### config.mk
export PLATFORM = sky130hd
export DESIGN_NAME = clk_gate_ctrl
export DESIGN_NICKNAME = d
export VERILOG_FILES = /design/src/rtl/clk_gate_ctrl.sv
export SDC_FILE = /design/constraint.sdc
export NUM_CORES = 1
export LEC_CHECK = 0
export BUFFER_PORTS_ARGS = -buffer_cell sky130_fd_sc_hd__buf_4
export CORE_ASPECT_RATIO = 0.7
export CORE_MARGIN = 2
export CORE_UTILIZATION = 35
export DETAILED_ROUTE_END_ITERATION = 8
export MAX_ROUTING_LAYER = met4
export SYNTH_ARGS = -nofsm -noshare
export SYNTH_HDL_FRONTEND = slang
export SYNTH_SLANG_ARGS = --single-unit
export TNS_END_PERCENT = 10
### constraint.sdc
create_clock -name clk -period 2.1 [get_ports clk]
set_input_delay 0.21 -clock clk [delete_from_list [all_inputs] [get_ports clk]]
set_output_delay 0.21 -clock clk [all_outputs]
set_load 0.02 [all_outputs]
### src/rtl/clk_gate_ctrl.sv
module clk_gate_ctrl #(
  parameter int IDLE_LIMIT  = 256,
  parameter int WAKE_CYCLES = 4,
  parameter int NUM_BANKS   = 4
) (
  input  logic                         clk,
  input  logic                         rst_n,
  input  logic                         cfg_bank_gate_off,
  input  logic                         cfg_simd_gate_off,
  input  logic                         simd_pwr_up,
  input  logic                         simd_insn,
  input  logic                         acc_req,
  input  logic [$clog2(NUM_BANKS)-1:0] acc_bank,
  output logic                         acc_ready,
  output logic                         ctrl_clk_en,
  output logic [NUM_BANKS-1:0]         bank_clk_en,
  output logic                         simd_clk_en
);

  localparam int CW = $clog2(IDLE_LIMIT + 1);
  localparam int WW = $clog2(WAKE_CYCLES + 1);
  localparam int BW = $clog2(NUM_BANKS);

  logic [CW-1:0] idle_cnt;
  logic [WW-1:0] wake_cnt;
  logic          asleep;

  assign asleep = (idle_cnt == CW'(IDLE_LIMIT));

  always_ff @(posedge clk) begin
    if (!rst_n) begin
      idle_cnt <= '0;
      wake_cnt <= '0;
    end else begin
      if (acc_req)      idle_cnt <= '0;
      else if (!asleep) idle_cnt <= idle_cnt + 1'b1;

      if (acc_req && asleep) wake_cnt <= WW'(WAKE_CYCLES - 1);
      else if (wake_cnt != '0) wake_cnt <= wake_cnt - 1'b1;
    end
  end

  assign ctrl_clk_en = !asleep || acc_req;
  assign acc_ready   = acc_req && !asleep && (wake_cnt == '0);

  for (genvar b = 0; b < NUM_BANKS; b++) begin : g_bank
    assign bank_clk_en[b] = cfg_bank_gate_off || (acc_req && (acc_bank == BW'(b)));
  end

  assign simd_clk_en = simd_pwr_up && (cfg_simd_gate_off || simd_insn);

endmodule


## After elaboration in Yosys (flattened, before gate mapping)

Cells that the tools add are included.

- Output and inout port bits: 7
- Register bits after elaboration: 12
- Bits of input ports: 9

- Muxes and demuxes: 2
- Bitwise gates (word level): 1
- Equality and inequality tests: 4
- $add $sub $neg: 2
- Reduce and logical (&&, ||, !) cells: 21

Operators by type and width:

| cell | count |
|---|---|
| 9-bit by 1-bit adder with 9-bit output (second input constant) | 1 |
| 9-bit equality test (second input constant) | 1 |
| 1-bit logical AND | 8 |
| 1-bit logical OR | 6 |
| 2-bit equality test (second input constant) | 2 |
| 2-bit 2-to-1 mux | 2 |
| 2-bit OR reduction | 2 |
| 3-bit zero test | 1 |
| 3-bit nonzero test | 1 |
| 3-bit by 1-bit subtractor with 3-bit output (second input constant) | 1 |
| 2-bit by 1-bit equality test with 1-bit output (second input constant) | 1 |
| 2-bit zero test | 1 |
| 2-bit nonzero test | 1 |
| 1-bit zero test | 1 |
| 1-bit NOT | 1 |

## Depth between registers and ports, before layout

- Depth after elaboration: 4
- Gate-level depth with buffers: 5
- Gate-level depth less buffers: 5

## Worst setup path after synthesis

No wires, ideal clock.

- Kind: register to output
- Start point: register idle_cnt[0]
- End point: output ctrl_clk_en
- Path buffers: 0
- Slack: 0.394 ns
- Cell stages (with the launch flop): 5
- Arrival time: 1.496 ns
- Required time: 1.890 ns
- Cell sequence: dfxtp_1 -> inv_1 -> ha_1 -> or4bb_1 -> or3_1

- Cells in the longest elaborated chain, start to end: 3

Ends and longest elaborated chain:

| what | RTL line | text |
|---|---|---|
| start: declaration | 24 | `logic [CW-1:0] idle_cnt;` |
| start signal: assignment | 36 | `else if (!asleep) idle_cnt <= idle_cnt + 1'b1;` |
| 9-bit equality test | 28 | `assign asleep = (idle_cnt == CW'(IDLE_LIMIT));` |
| 1-bit zero test | 43 | `assign ctrl_clk_en = !asleep \|\| acc_req;` |
| 1-bit logical OR | 43 |  |
| end: declaration | 15 | `output logic ctrl_clk_en,` |

No other way between the ends.

## Final worst setup path

Same ends and word-level chain as after synthesis.

==> results.py <==
metrics = {
    "status": {
        "status": "complete, no violations",
    },
    "clock_tree": {
        "htreeDepth": 1,
        "cts_setup_buffers": 0,
        "hold_buffers": 0,
        "cts-root-buf": "clkbuf_4",
        "numCtsBuffers": 3,
        "clk_latency_ns": 0.28,
        "ctsLongestPathBuffers": 2,
        "cts_tree": "yes",
        "clk_pin_slew_worst_paths_ns": 0.07,
        "cts.sinks": 12,
    },
    "global_route": {
        "antenna_found_initial": 0,
        "grt_overflow_total": 0,
        "grt_pass1_wl_um": 2210,
        "grt_max_degree": 11,
        "grt.total_usage_pct": 13.8,
        "first_global_vias": 529,
    },
    "sta": {
        "period_needed_ns": 2.03,
        "finalHoldViolCount": 0,
        "max_freq_mhz": 493,
        "hold_slack_ns": 0.151,
        "tightest_slew_ns": 0.516,
        "setup_viol_count_final": 0,
        "relSlewSlack_pct": 65.3,
        "grt_setup_unrepaired": "no",
        "period_share_pct": 96.6,
        "maxSlewViolCount": 0,
        "finClkSkew_ns": 0.00598,
        "totalNegativeSetupSlack_ns": 0,
    },
    "critical_path": {
        "critPathTopFamily": "simple AND/OR/NAND/NOR gates",
        "cp-start-kind": "flip-flop",
        "end_kind": "primary output",
        "r2r_slack_ns": 0.67,
        "cp_max_fo": 4,
        "crit_path_top_delay_cell": "or4bb_4",
        "cp.arrival_ns": 1.82,
        "worstPathRequired_ns": 1.89,
        "crit_buf_inv": 2,
        "crit_type": "reg2out",
        "critPathMaxStageDelay_ns": 0.47,
        "crit_chain": "inv_2, ha_2, or4bb_4, or3_1, buf_4",
    },
    "die": {
        "die_h_um": 40.7,
        "start_util_pct": 36.7,
        "boundaryPins": 16,
        "core-area_mm2": 0.00184,
        "dieArea_mm2": 0.00230,
        "die_w_um": 56.5,
        "num_rows": 13,
    },
    "synth": {
        "syn_nets": 93,
        "synth_top_area_cell": "dfxtp_1",
        "syn_area_per_cell_um2": 8.43,
        "yosysSeqAreaShare_pct": 35.6,
        "yosysWarningCount": 0,
        "netlist_area_um2": 674,
        "yosys.cell_types.count": 28,
        "netlist_instances": 80,
        "yosys.area.top_type_share_pct": 35.6,
        "synth_area_leaders": "dfxtp_1 36%, ha_1 7.4%, or3_1 4.6%",
        "ys_ff_latch": 12,
    },
    "final_layout": {
        "fill_cells": 182,
        "syn2layout_area_growth_pct": 26.7,
        "diodes": 0,
        "fin_util_pct": 46.5,
        "final_common_cell": "buf_4",
        "drive_gt1_share_pct": 26.5,
        "final_nets": 112,
        "final_cell_mix": "15 x buf_4, 11 x dfxtp_1, 6 x a21oi_1",
    },
    "detailed_routing": {
        "drc": 0,
        "drt-total-wl_um": 1340,
        "vias_per_cell": 5.08,
        "post_drt_wl_per_cell_um": 11.2,
        "drt_iter0_markers": 6,
        "vias": 610,
        "detail-route-antenna-nets": 0,
        "first_pass_iters": 3,
    },
    "placed_design": {
        "dpl.hpwl_um": 1060,
        "numPortBuffers": 15,
        "gp_congestion": 0.866,
    },
    "power": {
        "powerDensity_mw_per_mm2": 810,
        "leakage_uw": 0.000328,
        "vdd_drop_max_v": 0.000526,
    },
    "job": {
        "max_cap_viol_count": 0,
    },
    "worst_hold_path": {
        "hold_path.class": "in2reg",
    },
}
-- power breakdown --
part	switching, uW	leakage (uW)	internal (uW)
Clock	75.2	0.0000210	106
Combinational	116	0.000209	124
Sequential	14.8	0.0000979	257
-- timing repair --
action,4_1_cts,5_1_grt
pin swaps,1,0
gates resized for setup,2,2
setup endpoints to repair,1,1
-- final timing paths --
| check | cells past startpoint | to | from |
|---|---|---|---|
| setup reg to reg | 5 | idle_cnt[1] | idle_cnt[0] |
| setup / recovery | 5 | ctrl_clk_en | idle_cnt[0] |
| hold reg to reg | 2 | idle_cnt[1] | idle_cnt[1] |
| hold / removal | 2 | wake_cnt[2] | acc_req |
-- metal layers --
layer	vias up	global-route usage (%)	share of wire (%)
met3	4	5.68	3.6
met2	9	22.1	43
li1	324	-	-
met5	-	-	0
met1	273	14.8	51
met4	0	8.93	2.2
-- kinds of logic after synthesis --
| logic type | count (synthesis) | synth area share [%] |
|---|---|---|
| fa+ha+maj | 4 | 7.42 |
| xor+xnor | 3 | 3.90 |
| mux | 2 | 3.15 |
| compound gates | 20 | 18.0 |
| buf+inv | 7 | 3.90 |
| simple gates | 32 | 28.0 |
| flops | 12 | 35.6 |
-- Yosys cell counts (all sizes together) --
cell type  count
o21a           1
nor3           2
nand2b         3
o21ai          5
dfxtp         12
nand4          1
o2bb2ai        1
o22ai          2
ha             4
nand2          5
xor2           2
mux2           1
nor3b          2
clkbuf         1
inv            6
nor2           4
or4            1
a211oi         1
or4bb          1
xnor2          1
or3            5
and4bb         1
a21oi          6
nand3          5
mux2i          1
nor4           1
or2b           1
o21bai         4
-- sequential cells by signal (all words and copies together), names as in the netlist --
register,cells
wake_cnt,3
idle_cnt,9
-- cell type report --
type / count / area [um^2] / share of cell area, %
inverter: 6 / 22.5 / 2.64
sequential: 12 / 241 / 28.3
timing repair buffer: 15 / 113 / 13.2
tap: 22 / 27.5 / 3.22
clock buffer: 4 / 36.3 / 4.25
multi-input combinational: 61 / 414 / 48.5
-- per-stage QoR --
stage	instance area, um^2	power [uW]	setup slack, ns	cells
after global routing	855	740	0.00562	120
final	855	692	0.0722	120
after detailed placement	811	517	0.274	116
after global placement	811	510	0.305	116
after CTS	852	702	0.0540	120
after floorplan	674	451	0.394	80
No activity file was read; power rests on OpenSTA's default activity.
